==> src/rtl/strb_pkg.sv <==
package strb_pkg;
  typedef enum logic {
    MODE_SW = 1'b0,
    MODE_HW = 1'b1
  } strb_mode_e;
endpackage

==> src/rtl/strb_sync.sv <==
// Multi-stage synchronizer with a registered rising-edge detector.
module strb_sync #(
  parameter int STAGES = 2
) (
  input  logic clk,
  input  logic rst_n,
  input  logic async_in,
  output logic level_o,
  output logic rise_o
);
  localparam int LAST = STAGES - 1;

  logic [LAST:0] sr;
  logic          prev;

  generate
    if (STAGES > 1) begin : g_chain
      always_ff @(posedge clk or negedge rst_n) begin
        if (!rst_n) sr <= '0;
        else        sr <= {sr[LAST-1:0], async_in};
      end
    end else begin : g_single
      always_ff @(posedge clk or negedge rst_n) begin
        if (!rst_n) sr <= '0;
        else        sr <= async_in;
      end
    end
  endgenerate

  always_ff @(posedge clk or negedge rst_n) begin
    if (!rst_n) prev <= 1'b0;
    else        prev <= sr[LAST];
  end

  assign level_o = sr[LAST];
  assign rise_o  = sr[LAST] & ~prev;
endmodule

==> src/rtl/strb_counter.sv <==
// Loadable down counter with a terminal (value one) flag.
module strb_counter #(
  parameter int CNT_W = 16
) (
  input  logic             clk,
  input  logic             rst_n,
  input  logic             load_en,
  input  logic [CNT_W-1:0] load_val,
  input  logic             dec_en,
  output logic [CNT_W-1:0] cnt_o,
  output logic             at_one_o
);
  logic [CNT_W-1:0] cnt;

  always_ff @(posedge clk or negedge rst_n) begin
    if (!rst_n)       cnt <= '0;
    else if (load_en) cnt <= load_val;
    else if (dec_en)  cnt <= cnt - 1'b1;
  end

  assign cnt_o    = cnt;
  assign at_one_o = (cnt == CNT_W'(1));
endmodule

==> src/rtl/strb_ctrl.sv <==
// Trigger selection, arming and strobe generation.
module strb_ctrl
  import strb_pkg::*;
(
  input  logic       clk,
  input  logic       rst_n,
  input  strb_mode_e mode,
  input  logic       mode_chg,
  input  logic       load_fire,
  input  logic       gate_lvl,
  input  logic       gate_rise,
  input  logic       at_one,
  output logic       cnt_load,
  output logic       dec_en,
  output logic       armed_o,
  output logic       strobe_n
);
  logic armed;
  logic trigger;
  logic run;
  logic terminal;

  always_comb begin
    trigger  = (mode == MODE_SW) ? load_fire : gate_rise;
    run      = (mode == MODE_SW) ? gate_lvl : 1'b1;
    terminal = armed & run & at_one;
    cnt_load = trigger & ~mode_chg;
    dec_en   = armed & run & ~at_one & ~trigger & ~mode_chg;
  end

  always_ff @(posedge clk or negedge rst_n) begin
    if (!rst_n) begin
      armed    <= 1'b0;
      strobe_n <= 1'b1;
    end else if (mode_chg) begin
      armed    <= 1'b0;
      strobe_n <= 1'b1;
    end else if (trigger) begin
      armed    <= 1'b1;
      strobe_n <= 1'b1;
    end else if (terminal) begin
      armed    <= 1'b0;
      strobe_n <= 1'b0;
    end else begin
      strobe_n <= 1'b1;
    end
  end

  assign armed_o = armed;
endmodule

==> src/rtl/strb_timer.sv <==
module strb_timer
  import strb_pkg::*;
#(
  parameter int CNT_W       = 16,
  parameter int SYNC_STAGES = 2
) (
  input  logic             clk,
  input  logic             rst_n,
  input  logic             mode_hw,
  input  logic             gate_in,
  input  logic             load_valid,
  output logic             load_ready,
  input  logic [CNT_W-1:0] load_count,
  output logic             strobe_n
);
  strb_mode_e       mode;
  strb_mode_e       mode_q;
  logic             mode_chg;
  logic             load_fire;
  logic             gate_lvl;
  logic             gate_rise;
  logic [CNT_W-1:0] period;
  logic [CNT_W-1:0] cnt;
  logic [CNT_W-1:0] cnt_val;
  logic             at_one;
  logic             cnt_load;
  logic             dec_en;
  logic             armed;

  assign mode       = strb_mode_e'(mode_hw);
  assign load_ready = 1'b1;
  assign load_fire  = load_valid & load_ready;
  assign mode_chg   = (mode != mode_q);
  assign cnt_val    = load_fire ? load_count : period;

  always_ff @(posedge clk or negedge rst_n) begin
    if (!rst_n) begin
      mode_q <= MODE_SW;
      period <= '0;
    end else begin
      mode_q <= mode;
      if (load_fire) period <= load_count;
    end
  end

  strb_sync #(.STAGES(SYNC_STAGES)) u_sync (
    .clk(clk), .rst_n(rst_n), .async_in(gate_in),
    .level_o(gate_lvl), .rise_o(gate_rise)
  );

  strb_ctrl u_ctrl (
    .clk(clk), .rst_n(rst_n), .mode(mode), .mode_chg(mode_chg),
    .load_fire(load_fire), .gate_lvl(gate_lvl), .gate_rise(gate_rise),
    .at_one(at_one), .cnt_load(cnt_load), .dec_en(dec_en),
    .armed_o(armed), .strobe_n(strobe_n)
  );

  strb_counter #(.CNT_W(CNT_W)) u_cnt (
    .clk(clk), .rst_n(rst_n), .load_en(cnt_load), .load_val(cnt_val),
    .dec_en(dec_en), .cnt_o(cnt), .at_one_o(at_one)
  );
endmodule

==> config.mk <==
export PLATFORM = sky130hd
export DESIGN_NAME = strb_timer
export DESIGN_NICKNAME = d
export VERILOG_FILES = /design/src/rtl/strb_pkg.sv /design/src/rtl/strb_sync.sv /design/src/rtl/strb_counter.sv /design/src/rtl/strb_ctrl.sv /design/src/rtl/strb_timer.sv
export SDC_FILE = /design/constraint.sdc
export NUM_CORES = 1
export LEC_CHECK = 0
export BUFFER_PORTS_ARGS = -buffer_cell sky130_fd_sc_hd__buf_2
export CELL_PAD_IN_SITES_DETAIL_PLACEMENT = 1
export CELL_PAD_IN_SITES_GLOBAL_PLACEMENT = 2
export CORE_UTILIZATION = 38
export CTS_CLUSTER_SIZE = 20
export DETAILED_ROUTE_END_ITERATION = 10
export PLACE_DENSITY = 0.8
export SYNTH_ARGS = -nofsm -noshare
export SYNTH_HDL_FRONTEND = slang
export SYNTH_HIERARCHICAL = 1
export SYNTH_SLANG_ARGS = --single-unit
==> constraint.sdc <==
create_clock -name clk -period 3.4 [get_ports clk]
set_input_delay 0.68 -clock clk [delete_from_list [all_inputs] [get_ports clk]]
set_output_delay 0.68 -clock clk [all_outputs]
set_load 0.02 [all_outputs]
==> impl_results.md <==
* Final WL at between 3 and 4 mm
* Max Cap Viol at 0
* Status: complete, no violations
* Synth unique cells at 39
* Cell Pwr Density at about 590 mW/mm^2
* Async SR Flop Fraction at 1.000
* Total track usage at 0.1681
* Diode count at 0
* Post-CTS Resized at 0
* Cells after Synth at roughly 160
* Yosys Warn Count at 6
* CTS buffer count at 5
* P_leak at 0.8875 nW
* Post-synth top area share at 0.5027
* Hold Buf Count CTS at 0
* DR WL/cell at around 16 um
* Mapped Area at roughly 0.0018 mm^2
* Final GP Congestion at between 0.8 and 0.9
* Total power at around 1.2 mW
* H-Tree Depth at 2
* Tmin final at roughly 3.1 ns
* Maximum fanout along the worst path at 6
* Vias at around 1,200
* Syn nets at 179
* Worst Path Required at roughly 3.6 ns
* Core box area at approximately 0.0045 mm^2
* Share of layout cells above drive strength 1 at 0.3051
* Root Driver: clkbuf_8
* Full die area at slightly above 0.005 mm^2
* Largest net degree at the start of global routing at 39
* Relative slew margins at 0.4279
* Syn avg cell area at between 10 and 15 um^2
* Die H at 71.62 um
* Cell accounting for the most synthesized area: dfrtp_1
* First-pass detailed-route iteration total at 4
* Post-synth EDFFs at 0
* Setup Fix Bufs, Post-CTS at 0
* Initial antenna violation count at 0
* Global route total overflow at 0
* Vias/cell at ~5.4
* Port Buffers at 21
* DRC violations left at 0
* Starting Density at 0.4089
* Post-DRT Antenna Nets at 0
* Seq/Total Area, Yosys at 0.5170
* Most frequent cell after synthesis: dfrtp_1
* Hold crit path type: register to register
* Max VDD drop at 0.2538 mV
* First-pass GRT wire length at around 6.6 mm
* FMAX at 0.3195 GHz
* Crit share post-route at 0.9206
* Most area-consuming cells after synthesis: dfrtp_1 (50%), mux2_4 (8.2%), o21ai_0 (3.8%)
* Fin Setup TNS at 0 ns
* Type of origin of the critical path: register
* Setup Skew at ~0.0053 ns
* Reg clk slew, reported paths at ~0.070 ns
* RSZ-0062 raised after global routing: no
* CP arrival at between 3 and 4 ns
* # IOs at 23
* NumNets Final at 200
* Maximum buffer depth of the clock tree at 2
* Vias in the first global route at around 1,300
* CTS sink count at 38
* Most instantiated cells after synthesis: dfrtp_1 (37), nand2_1 (15), o21ai_0 (14)
* Setup-failing EPs final at 0
* CTS tree: yes
* Synth-to-Final Area Change at 13.11%
* Slew Viols, Final at 0
* Die W at 71.62 um
* Initial DRC Count at 77
* Final Hold Violating Endpoints at 0
* Critical path type: register to register
* Synth Flop Type: dfrtp_1
* Slew @ Worst Pin at 0.8581 ns
* Worst setup EP type: register
* Num rows at 24
* Worst skew pair latency at 0.29 ns
* Detailed placement HPWL at between 2 and 3 mm
* Seq cells post-synth at 38
-- per-stage QoR --
step	instances	hold WS (ns)	cell area [um^2]	utilization	setup slack, ns
CTS	229	0.3661	2083	0.4625	0.2636
floorplan	156	0.3312	1842	-	0.3565
detailed placement	222	0.3489	1971	0.4375	0.2257
global placement	222	0.3354	1971	0.4375	0.3762
global route	229	0.3677	2083	0.4625	0.1358
finish	229	0.3629	2083	0.4625	0.2699
-- metal layers --
layer / GRT usage / routed length (um) / vias up / part of all wire
li1: - / - / 589 / -
met5: 0 / 0 / - / 0
met1: 0.2185 / 1746 / 622 / 0.47
met3: 0.04219 / 102 / 6 / 0.028
met4: 0.05882 / 54 / 0 / 0.015
met2: 0.2736 / 1790 / 18 / 0.48
-- worst paths after layout --
kind,start,to,slack (ns),cells past startpoint
worst max-delay path,u_cnt/cnt_o[4],u_cnt/cnt_o[13],0.27,9
worst min-delay path,u_sync/sr[0],u_sync/sr[1],0.36,0
worst max register to register,u_cnt/cnt_o[4],u_cnt/cnt_o[13],0.27,9
worst min register to register,u_sync/sr[0],u_sync/sr[1],0.36,0
max in group asynchronous,rst_n,u_sync/prev,2.36,1
min in group asynchronous,rst_n,u_cnt/cnt_o[4],0.50,1
-- where the power goes --
part           switching (mW)  internal [mW]
clock                   0.157          0.235
combinational           0.114          0.118
sequential             0.0795          0.531
-- registers in the layout, indices dropped and copies added, names as in the netlist --
signal           count
mode_q               1
u_ctrl/strobe_n      1
period              16
u_sync/prev          1
u_cnt/cnt_o         16
u_sync/sr            2
u_ctrl/armed_o       1
-- area by class of cell --
class                   count  area (um^2)
clock buffers               6        82.58
repair buffers             24        127.6
inverters                   4        15.01
well taps                  52        65.06
clock inverters             1        30.03
multi-input cells         104        810.8
fillers                   487         2421
flip-flops and latches     38        952.2
-- layout by cell type, fill, tap and decap left out, drive strengths merged, types with 2 or more instances in the layout --
cell	count
xnor2	7
nor3b	2
clkbuf	6
xor2	5
or4	3
dfrtp	37
nand2	15
nor2b	3
o21ai	14
nor2	5
inv	4
or3	2
mux2	16
buf	24
nand2b	2
nor4	6
o31a	2
ha	2
nor3	5
a221o	3
-- worst max-delay path: stages, from the launching register on --
cell,delay (ns)
dfrtp_1,0.43
or3_1,0.49
or4_4,0.54
nor4_1,0.53
a2111oi_2,0.08
buf_4,0.19
nor4b_1,0.17
and4b_1,0.24
nor3b_1,0.23
a221o_1,0.16
-- logic make-up (layout without fill, tap and decap cells) --
kind of cell,Yosys count,count (layout),share of synthesized area
xor gates and xnor gates,12,12,0.05706
DFF,38,38,0.5170
AOI/OAI and AO/OA,22,22,0.08288
and+or+nand+nor,50,50,0.1596
adders and majority gates,2,2,0.01358
other,1,1,0.002036
buffers and inverters,14,35,0.04415
muxes,17,17,0.1236
No activity file was read; power rests on OpenSTA's default activity.
